$ cat config.mk
export PLATFORM = sky130hd
export DESIGN_NAME = barrier_sync
export DESIGN_NICKNAME = d
export VERILOG_FILES = /design/src/rtl/barrier_sync_pkg.sv /design/src/rtl/bs_pick.sv /design/src/rtl/bs_tally.sv /design/src/rtl/bs_roster.sv /design/src/rtl/barrier_sync.sv
export SDC_FILE = /design/constraint.sdc
export NUM_CORES = 1
export LEC_CHECK = 0
export CAP_MARGIN = 10
export CORE_MARGIN = 4
export CORE_UTILIZATION = 40
export CTS_CLUSTER_DIAMETER = 80
export CTS_CLUSTER_SIZE = 40
export DETAILED_ROUTE_END_ITERATION = 8
export PLACE_DENSITY = 0.61
export SYNTH_ARGS = -nofsm -noshare
export SYNTH_HDL_FRONTEND = slang
export SYNTH_SLANG_ARGS = --single-unit
$ cat constraint.sdc
create_clock -name clk -period 4.9 [get_ports clk]
set_input_delay 1.47 -clock clk [delete_from_list [all_inputs] [get_ports clk]]
set_output_delay 1.47 -clock clk [all_outputs]
set_load 0.005 [all_outputs]
$ cat src/rtl/barrier_sync_pkg.sv
package barrier_sync_pkg;

    // Gate state: bit 0 = entry gate open, bit 1 = exit gate open.
    typedef enum logic [1:0] {
        GATE_ENTRY = 2'b01,
        GATE_EXIT  = 2'b10
    } gate_e;

    // Kind of event accepted on the current edge.
    typedef struct packed {
        logic take;   // one arrival accepted
        logic leave;  // one departure accepted
    } svc_t;

    // Gate transition for one accepted event.
    function automatic gate_e gate_step(gate_e cur, svc_t svc,
                                        logic at_full, logic at_empty);
        gate_e nxt;
        nxt = cur;
        if (cur == GATE_ENTRY && svc.take && at_full) begin
            nxt = GATE_EXIT;
        end else if (cur == GATE_EXIT && svc.leave && at_empty) begin
            nxt = GATE_ENTRY;
        end
        return nxt;
    endfunction

endpackage

$ cat src/rtl/bs_pick.sv
// Fixed-priority one-hot picker: lowest set request wins.
module bs_pick #(
    parameter int W = 4
) (
    input  logic [W-1:0] req,
    output logic [W-1:0] grant
);
    logic [W:0] seen;

    assign seen[0] = 1'b0;

    for (genvar i = 0; i < W; i++) begin : g_chain
        assign grant[i]  = req[i] & ~seen[i];
        assign seen[i+1] = seen[i] | req[i];
    end
endmodule

$ cat src/rtl/bs_tally.sv
// Up/down participant counter and the two-gate state.
module bs_tally
    import barrier_sync_pkg::*;
#(
    parameter int NUM_PARTS = 4,
    parameter int CW        = $clog2(NUM_PARTS + 1)
) (
    input  logic          clk,
    input  logic          rst,
    input  svc_t          svc,
    input  logic [CW-1:0] total,
    output logic [CW-1:0] count,
    output gate_e         gate
);
    logic [CW:0]   count_wide;
    logic          at_full;
    logic          at_empty;
    logic [CW-1:0] count_nxt;
    gate_e         gate_nxt;

    assign count_wide = {1'b0, count};
    assign at_full    = (count_wide + 1'b1) == {1'b0, total};
    assign at_empty   = (count == CW'(1));

    always_comb begin
        count_nxt = count;
        if (svc.take) begin
            count_nxt = count + CW'(1);
        end else if (svc.leave) begin
            count_nxt = count - CW'(1);
        end
        gate_nxt = gate_step(gate, svc, at_full, at_empty);
    end

    always_ff @(posedge clk) begin
        if (rst) begin
            count <= '0;
            gate  <= GATE_ENTRY;
        end else begin
            count <= count_nxt;
            gate  <= gate_nxt;
        end
    end
endmodule

$ cat src/rtl/bs_roster.sv
// Per-agent bookkeeping: counted mask plus held arrivals and departures.
module bs_roster
    import barrier_sync_pkg::*;
#(
    parameter int NUM_PARTS = 4
) (
    input  logic                 clk,
    input  logic                 rst,
    input  logic [NUM_PARTS-1:0] arrive,
    input  logic [NUM_PARTS-1:0] depart,
    input  logic [NUM_PARTS-1:0] active,
    input  gate_e                gate,
    input  logic [NUM_PARTS-1:0] grant,
    output logic [NUM_PARTS-1:0] req,
    output logic [NUM_PARTS-1:0] arrived
);
    logic [NUM_PARTS-1:0] held_arr;
    logic [NUM_PARTS-1:0] held_dep;
    logic [NUM_PARTS-1:0] new_arr;
    logic [NUM_PARTS-1:0] new_dep;
    logic [NUM_PARTS-1:0] want_arr;
    logic [NUM_PARTS-1:0] want_dep;
    logic [NUM_PARTS-1:0] arrived_nxt;
    logic [NUM_PARTS-1:0] held_arr_nxt;
    logic [NUM_PARTS-1:0] held_dep_nxt;
    logic                 entry_open;
    logic                 exit_open;

    assign entry_open = (gate == GATE_ENTRY);
    assign exit_open  = (gate == GATE_EXIT);

    // An arrival counts only from an active agent that is not already counted.
    assign new_arr  = arrive & ~arrived & active;
    // A departure counts only from a counted agent while the exit gate is open.
    assign new_dep  = depart & arrived & {NUM_PARTS{exit_open}};
    assign want_arr = held_arr | new_arr;
    assign want_dep = held_dep | new_dep;
    assign req      = entry_open ? want_arr : want_dep;

    always_comb begin
        if (entry_open) begin
            arrived_nxt  = arrived | grant;
            held_arr_nxt = want_arr & ~grant;
            held_dep_nxt = want_dep;
        end else begin
            arrived_nxt  = arrived & ~grant;
            held_arr_nxt = want_arr;
            held_dep_nxt = want_dep & ~grant;
        end
    end

    always_ff @(posedge clk) begin
        if (rst) begin
            arrived  <= '0;
            held_arr <= '0;
            held_dep <= '0;
        end else begin
            arrived  <= arrived_nxt;
            held_arr <= held_arr_nxt;
            held_dep <= held_dep_nxt;
        end
    end
endmodule

$ cat src/rtl/barrier_sync.sv
module barrier_sync
    import barrier_sync_pkg::*;
#(
    parameter int NUM_PARTS = 4,
    localparam int CW       = $clog2(NUM_PARTS + 1)
) (
    input  logic                 clk,
    input  logic                 rst,
    input  logic [CW-1:0]        cfg_parts,
    input  logic [NUM_PARTS-1:0] arrive,
    input  logic [NUM_PARTS-1:0] depart,
    output logic [NUM_PARTS-1:0] proceed
);
    logic [CW-1:0]        eff_total;
    logic [NUM_PARTS-1:0] active;
    logic [NUM_PARTS-1:0] req;
    logic [NUM_PARTS-1:0] grant;
    logic [NUM_PARTS-1:0] arrived;
    logic [CW-1:0]        count;
    gate_e                gate;
    svc_t                 svc;

    assign eff_total = (cfg_parts == '0 || cfg_parts > CW'(NUM_PARTS))
                       ? CW'(NUM_PARTS) : cfg_parts;

    for (genvar i = 0; i < NUM_PARTS; i++) begin : g_active
        assign active[i] = CW'(i) < eff_total;
    end

    assign svc.take  = (gate == GATE_ENTRY) && (|grant);
    assign svc.leave = (gate == GATE_EXIT)  && (|grant);

    bs_roster #(.NUM_PARTS(NUM_PARTS)) u_roster (
        .clk     (clk),
        .rst     (rst),
        .arrive  (arrive),
        .depart  (depart),
        .active  (active),
        .gate    (gate),
        .grant   (grant),
        .req     (req),
        .arrived (arrived)
    );

    bs_pick #(.W(NUM_PARTS)) u_pick (
        .req   (req),
        .grant (grant)
    );

    bs_tally #(.NUM_PARTS(NUM_PARTS), .CW(CW)) u_tally (
        .clk   (clk),
        .rst   (rst),
        .svc   (svc),
        .total (eff_total),
        .count (count),
        .gate  (gate)
    );

    assign proceed = arrived & {NUM_PARTS{gate == GATE_EXIT}};
endmodule

* After elaboration in Yosys (flattened, before gate mapping)
Index checks and enable logic that the tools add are counted.
W data, S select, Z words.
** Cells by class
- Add/sub/neg operators :: 3
- Magnitude comparators :: 5
- Equality and inequality tests :: 4
- Mux-type cells :: 9
- Bitwise logic cells :: 21
- Reduce and logical (&&, ||, !) cells :: 11
** Operators by type and width (number)
- $and A4 B4 Y4 :: 8
- $mux W4 :: 4
- $or A4 B4 Y4 :: 3
- $mux W3 :: 3
- $not A4 Y4 :: 2
- $logic_and A1 B1 Y1 :: 6
- $lt A1 B3 Y1 const A :: 2
- $lt A2 B3 Y1 const A :: 2
- $add A3 B1 Y4 const B :: 1
- $eq A4 B3 Y1 :: 1
- $mux W2 :: 2
- $reduce_bool A2 Y1 :: 2
- $reduce_or A4 Y1 :: 1
- $add A3 B1 Y3 const B :: 1
- $and A1 B1 Y1 :: 3
- $eq A3 B1 Y1 const B :: 1
- $gt A3 B3 Y1 const B :: 1
- $logic_not A3 Y1 :: 1
- $not A1 Y1 :: 3
- $sub A3 B1 Y3 const B :: 1
- $eq A2 B1 Y1 const B :: 1
- $eq A2 B2 Y1 const B :: 1
- $or A1 B1 Y1 :: 2
- $logic_or A1 B1 Y1 :: 1
** Word-level totals
- Flip-flop bits (word level) :: 17
- Bits of input ports :: 13
- Output and inout bits :: 4

* Logic depth before layout (Yosys ltp)
Gate-level depths: netlist of run 1.
- Depth in word-level cells :: 17
- Mapped depth :: 8
- Mapped depth without buffers :: 7

* Modules after synthesis
A second synthesis of run 1 with hierarchy kept.
** Second synthesis, totals
- Cells, all modules :: 119
- Area, all modules :: 1034.7 µm²
** By module, submodules not included
- bs_roster :: instances 1, cells each 62, area an instance 583.1 µm², seq. area each 240.2 µm²
- bs_tally :: instances 1, cells each 34, area an instance 295.3 µm², seq. area each 100.1 µm²
- barrier_sync :: instances 1, cells each 19, area an instance 120.1 µm², seq. area each 0.0 µm²
- bs_pick :: instances 1, cells each 4, area an instance 36.3 µm², seq. area each 0.0 µm²

* Worst setup path before layout of run 1
OpenSTA, ideal clock, no wires.
- Path type :: input to register
- Start point :: in cfg_parts[0]
- End point :: reg u_tally.count[2]
- Setup time :: 0.123 ns
- Arrival :: 3.216 ns
- Required time :: 4.777 ns
- Setup slack :: 1.561 ns
- Cell stages on the path :: 8
- Path buffers :: 1
- Cells stage by stage :: or2_1 > ha_1 > nor2b_1 > o22ai_1 > a32o_2 > buf_6 > a31oi_1 > mux2_1
** Between the ends
- Longest elaborated chain between the ends :: 14
- Elaborated cells between the ends (all ways) :: 24
- Classes of those cells :: order compare (5); mux (3); bitwise (10); reduce/logical (6)
** Ends and longest elaborated chain
- from (decl) :: line barrier_sync.sv:9 : input logic [CW-1:0] cfg_parts,
- $gt A3 B3 Y1 / $logic_not A3 Y1 (equally long branches) :: line barrier_sync.sv:23 : assign eff_total = (cfg_parts == '0 || cfg_parts > CW'(NUM_PARTS))
- $logic_or A1 B1 Y1 :: line barrier_sync.sv:23
- $mux W3 * :: line barrier_sync.sv:24 : ? CW'(NUM_PARTS) : cfg_parts;
- $lt A1 B3 Y1 :: line barrier_sync.sv:27 : assign active[i] = CW'(i) < eff_total;
- $and A4 B4 Y4 * :: line bs_roster.sv:33 : assign new_arr = arrive & ~arrived & active;
- $or A4 B4 Y4 * :: line bs_roster.sv:36 : assign want_arr = held_arr | new_arr;
- $mux W4 * :: line bs_roster.sv:38 : assign req = entry_open ? want_arr : want_dep;
- $or A1 B1 Y1 (2 in a row) :: line bs_pick.sv:14 : assign seen[i+1] = seen[i] | req[i];
- $not A1 Y1 :: line bs_pick.sv:13 : assign grant[i] = req[i] & ~seen[i];
- $and A1 B1 Y1 :: line bs_pick.sv:13
- $reduce_or A4 Y1 * :: line barrier_sync.sv:30, barrier_sync.sv:31
- $logic_and A1 B1 Y1, on equally long branches :: line barrier_sync.sv:30, barrier_sync.sv:31
- $mux W3 / $reduce_bool A2 Y1 (equally long branches)
- to (signal assigned) :: line bs_tally.sv:40 : count <= count_nxt;
- to (decl) :: line bs_tally.sv:12 : output logic [CW-1:0] count,
Mark *: on every way between the ends. The rest lies on a longest branch, timed or not.
A chain may end at the register's enable or synchronous reset.

* Final worst setup path of run 1
- Start point :: in cfg_parts[0]
- End point :: reg u_tally.count[0]
Same word-level chain as after synthesis.

==> results.toml, run 1 <==
[grt]
grt_pass1_vias = 917
grt_max_degree = 19
antenna_found_initial = 0
grt.overflow.total = 0
track_usage = 0.156
grt_first_pass_wirelength_um = 4190

[logic_synthesis]
syn-instance-count = 118
yosys_warnings = 0
ys_seq_area_frac = 0.315
avgSynthCellArea_um2 = 9.15
ys_types = 44
synth_seq_cells = 17
synth_fp_nets = 135
mappedNetlistArea_um2 = 1080

[placed_design]
place_ws_ps = 944
numPortBuffers = 16
post_dp_cell_area_um2 = 1240
dp_cells = 159
gp_congestion = 0.738
dp_hpwl_um = 1800

[clocking]
cts_buffers = 3
htreeDepth = 1
cts_tree = "yes"
clockRootBuffer = "clkbuf_4"
cts_buffer_depth = 2
hold_buffers = 0
cts_sinks = 17
path_clk_slew_ps = 130
cts_resized = 0
clk_latency_ps = 320
post_cts_buffers = 0

[setup_path]
path_max_fanout = 9
cp_cell_sequence = "clkdlybuf4s50_1, or2_1, ha_1, nor3b_1, a211oi_2, a32o_2, a31oi_1, mux2_1"
crit_family = "compound AO/OA/AOI/OAI gates"
start_kind = "primary input"
worstPathArrival_ps = 3850
critPathMaxStageDelay_ps = 450
crit_path_top_delay_cell = "a211oi_2"
r2r_end = "u_tally.count[0]$_SDFFE_PP0P_"
cp_data_required_time_ps = 5090
r2r_setup_slack_ps = 2920
r2r_start = "u_tally.gate[0]$_SDFFE_PP1P_"
path_class = "in2reg"
r2r_cells = 6
worstPathBufferInverterCount = 1
cp-end-kind = "flip-flop"

[timing]
rsz0062_at_grt = "no"
min_period_ps = 3660
drv_slew = 0
final-setup-viol-count = 0
hold_slack_ps = 534
tns_ps = 0
worst_slack_ps = 1240
final.setup_skew_ps = 23.7
worstMarginPinSlew_ps = 677
fin_crit_sh = 0.747
relSlewSlack = 0.547
clock.fmax_mhz = 273
hold_viol = 0

[floorplan]
pin_count = 17
placementRows = 18
die_h_um = 60.0
fp.dieW_um = 60.0
start_util = 0.428
die_area_um2 = 3590
fp.coreArea_um2 = 2520

[routing]
drc = 0
vias_per_cell = 5.78
drt_iter0_markers = 29
dr.pass1.iters = 4
routed_wl_um = 2390
wire_per_inst_um = 14.7
ant_nets = 0
vias = 942

[hold_path]
min_from = "u_roster.held_dep[0]$_SDFF_PP0_"
hold_path_class = "reg2reg"
hold_end = "u_roster.held_dep[0]$_SDFF_PP0_"
hold_depth = 1

[power]
p_leak_nw = 0.449
p_total_mw = 0.610
irDropWorstVdd_mv = 0.278
power_density_nw_per_um2 = 480

[job]
maxCapViolCount = 0

[final_layout]
postLayoutCellArea_um2 = 1270
final_cell_mix = "dfxtp_1, clkdlybuf4s50_1, nor2_1"
fin_cells = 163
seq_area_um2 = 340
n_antenna_cell = 0
areaGrowthSynthToFinish_pct = 17.6
fill_cells = 252
finish.utilization = 0.503
final_layout_size_suffix_gt1_frac = 0.105
finalNetCount = 151
multi_input_area_um2 = 672
layout_commonest_cell = "dfxtp_1"

[run_status]
status = "finished, final reports clean"
worst max-delay path by stage:
stage,from,endpoint,cells after the start
final,cfg_parts[0],u_tally.count[0]$_SDFFE_PP0P_,8
after CTS,cfg_parts[0],u_tally.count[0]$_SDFFE_PP0P_,8
after global placement,cfg_parts[0],u_tally.count[0]$_SDFFE_PP0P_,8
after floorplan,cfg_parts[0],u_tally.count[2]$_SDFFE_PP0P_,8
after detailed placement,cfg_parts[0],u_tally.count[0]$_SDFFE_PP0P_,8
after global routing,cfg_parts[0],u_tally.count[0]$_SDFFE_PP0P_,8
power breakdown:
group	total (mW)	leakage, nW	internal (mW)	switching, mW
logic	0.319	0.296	0.142	0.177
clock network	0.0835	0.0139	0.0312	0.0523
registers	0.207	0.139	0.171	0.0358
logic make-up (layout without fill, tap and decap cells):
family / Yosys count / after routing / synth area share
and+or+nand+nor: 41 / 41 / 0.216
AOI/OAI and AO/OA: 36 / 36 / 0.282
DFF: 17 / 17 / 0.315
buffers and inverters: 12 / 27 / 0.0626
muxes: 5 / 5 / 0.0545
adders and majority gates: 4 / 4 / 0.0464
xor gates and xnor gates: 3 / 3 / 0.0243
layer usage:
metal | routed length (µm) | global-route usage | vias up
li1 | - | - | 477
met1 | 1120 | 0.199 | 447
met2 | 1170 | 0.256 | 14
met3 | 76 | 0.0389 | 4
met4 | 26 | 0.0475 | 0
met5 | 0 | 0 | -
worst register-to-register path: cells and delay by family (launching register included):
family          cells  cell delay (ps)
compound gates      3              820
flops               1              380
mux                 1              320
buf+inv             1              200
simple gates        1              160
synth_stat cells:
cell,n,area [µm²]
a311oi_1,3,26.3
nand2b_1,4,25.0
ha_1,4,50.1
a21bo_2,1,10.0
o311ai_1,1,8.76
o21ai_0,3,15.0
dfxtp_1,17,340
nand2_1,2,7.51
buf_6,3,33.8
nor2_1,10,37.5
nand4_1,1,6.26
nor2b_1,5,31.3
a211oi_2,1,12.5
a32o_2,1,11.3
a211oi_1,2,15.0
mux2i_1,1,10.0
or2_1,1,6.26
a22oi_1,2,15.0
and3_1,1,6.26
mux2_1,2,22.5
a31o_1,1,8.76
nor4_1,1,6.26
a31oi_1,5,31.3
a311oi_4,1,26.3
mux2_4,1,15.0
inv_1,6,22.5
or3_1,1,6.26
and2_1,4,25.0
nand3b_1,1,7.51
a21oi_1,7,35.0
and4_1,1,8.76
nor3b_1,2,15.0
nor3_1,4,20.0
clkbuf_1,3,11.3
a311o_1,3,30.0
mux2_2,1,11.3
nand3_1,2,10.0
o31ai_4,1,21.3
a32o_1,1,10.0
o22ai_1,1,6.26
nor2b_4,1,13.8
xnor2_1,3,26.3
a31oi_2,1,12.5
a32oi_1,1,8.76
final cells by class:
type,instances,share of cell area
repair buffers,17,0.132
multi-input cells,89,0.529
clock buffers,3,0.0177
clock inverters,1,0.00591
flip-flops and latches,17,0.268
inverters,6,0.0177
well taps,30,0.0296
Power figures use the tool's default switching activity.
==> inputs of run 2 (changes only) <==
PLACE_DENSITY = 0.64   (was 0.61)
clock period = 3.2 ns   (was 4.9 ns; I/O delays follow)
==> results.toml, run 2 (synthesis results as in run 1) <==
[floorplan]
die_area_um2 = 3590
fp.dieW_um = 60.0
pin_count = 17
start_util = 0.428
fp.coreArea_um2 = 2520
placementRows = 18
die_h_um = 60.0

[setup_path]
r2r_setup_slack_ps = 1220
cp-startpoint = "cfg_parts[0]"
cp-end-kind = "flip-flop"
path_class = "in2reg"
r2r_start = "u_tally.gate[0]$_SDFFE_PP1P_"
worstPathArrival_ps = 3130
start_kind = "primary input"
cp_data_required_time_ps = 3400
endpoint = "u_tally.count[0]$_SDFFE_PP0P_"
r2r_cells = 6
r2r_end = "u_tally.count[0]$_SDFFE_PP0P_"
path_max_fanout = 8

[clocking]
cts_buffer_depth = 2
clk_latency_ps = 300
cts_resized = 0
cts_tree = "yes"
htreeDepth = 1
path_clk_slew_ps = 110
cts_sinks = 17
hold_buffers = 0
clockRootBuffer = "clkbuf_4"
post_cts_buffers = 0
cts_buffers = 3

[timing]
clock.fmax_mhz = 341
final.setup_skew_ps = 6.94
worst_slack_ps = 270
min_period_ps = 2930
tns_ps = 0
fin_crit_sh = 0.916
rsz0062_at_grt = "no"
drv_slew = 0
worstMarginPinSlew_ps = 401
final-setup-viol-count = 0
relSlewSlack = 0.732
hold_viol = 0

[final_layout]
finish.utilization = 0.539
layout_commonest_cell = "dfxtp_1"
final_layout_size_suffix_gt1_frac = 0.179
final_cell_mix = "dfxtp_1, clkdlybuf4s50_1, buf_4"
n_antenna_cell = 0
fin_cells = 175
finalNetCount = 163
areaGrowthSynthToFinish_pct = 26.0

[power]
irDropWorstVdd_mv = 0.532
p_leak_nw = 0.507
power_density_nw_per_um2 = 710

[routing]
vias = 958
wl_met3_um = 87
wl_met2_um = 1190
ant_nets = 0
drt_iter0_markers = 13
routed_wl_um = 2370
m1WireLength_um = 1080
drc = 0
wire_per_inst_um = 13.6
dr.pass1.iters = 4
vias_per_cell = 5.47
top_layer_used = "met4"

[placed_design]
place_ws_ps = -67.2
dp_cells = 171
gp_congestion = 0.726
numPortBuffers = 16
dp_hpwl_um = 1820

[hold_path]
hold_path_class = "reg2reg"

[grt]
grt_pass1_vias = 915
antenna_found_initial = 0
grt.overflow.total = 0
grt_max_degree = 19
track_usage = 0.148
grt_first_pass_wirelength_um = 4040

[run_status]
status = "finished, final reports clean"

[job]
maxCapViolCount = 0
run 2: changes by cell type in the layout (fill, tap and decap cells not counted):
cell | before | now
buf_4 | 1 | 13
run 2: layout make-up:
type                    count  area, µm²
repair buffers             29        258
well taps                  30       37.5
multi-input cells          89        672
clock buffers               3       22.5
fillers                   243       1160
flip-flops and latches     17        340
inverters                   6       22.5
clock inverters             1       7.51
run 2: critical path: stages:
cell and delay (ps):
clkdlybuf4s50_1 410, or2_1 250, ha_1 320, nor3b_1 230, a211oi_2 130, a32o_2 310
a31oi_1 180, mux2_1 330
run 2: per-stage QoR:
stage	hold WS [ps]	total power [mW]	cell area, µm²
5_1_grt	544	1.05	1360
4_1_cts	532	0.968	1360
3_5_place_dp	514	0.844	1330
6_report	531	0.966	1360
2_1_floorplan	470	0.729	1080
3_3_place_gp	512	0.838	1330
run 2: where the power goes:
group	internal (mW)	total, mW	switching, mW
Sequential	0.262	0.318	0.0554
Clock	0.0477	0.124	0.0767
Combinational	0.251	0.524	0.273
Total	0.561	0.966	0.405
run 2: per-layer routing:
layer | GRT usage | vias up
met2 | 0.255 | 11
met5 | 0 | -
met3 | 0.0454 | 2
met4 | 0.0285 | 0
met1 | 0.183 | 448
li1 | - | 497
run 2: how the worst min path moves through the flow:
| stage | from | end | slack, ps | cells after the start |
|---|---|---|---|---|
| floorplan | flip-flop | flip-flop | 470 | 2 |
| global placement | flip-flop | flip-flop | 510 | 2 |
| detailed placement | flip-flop | flip-flop | 510 | 2 |
| CTS | flip-flop | flip-flop | 530 | 2 |
| global route | u_roster.held_dep[0]$_SDFF_PP0_ | u_roster.held_dep[0]$_SDFF_PP0_ | 540 | 1 |
| finish | flip-flop | flip-flop | 530 | 2 |
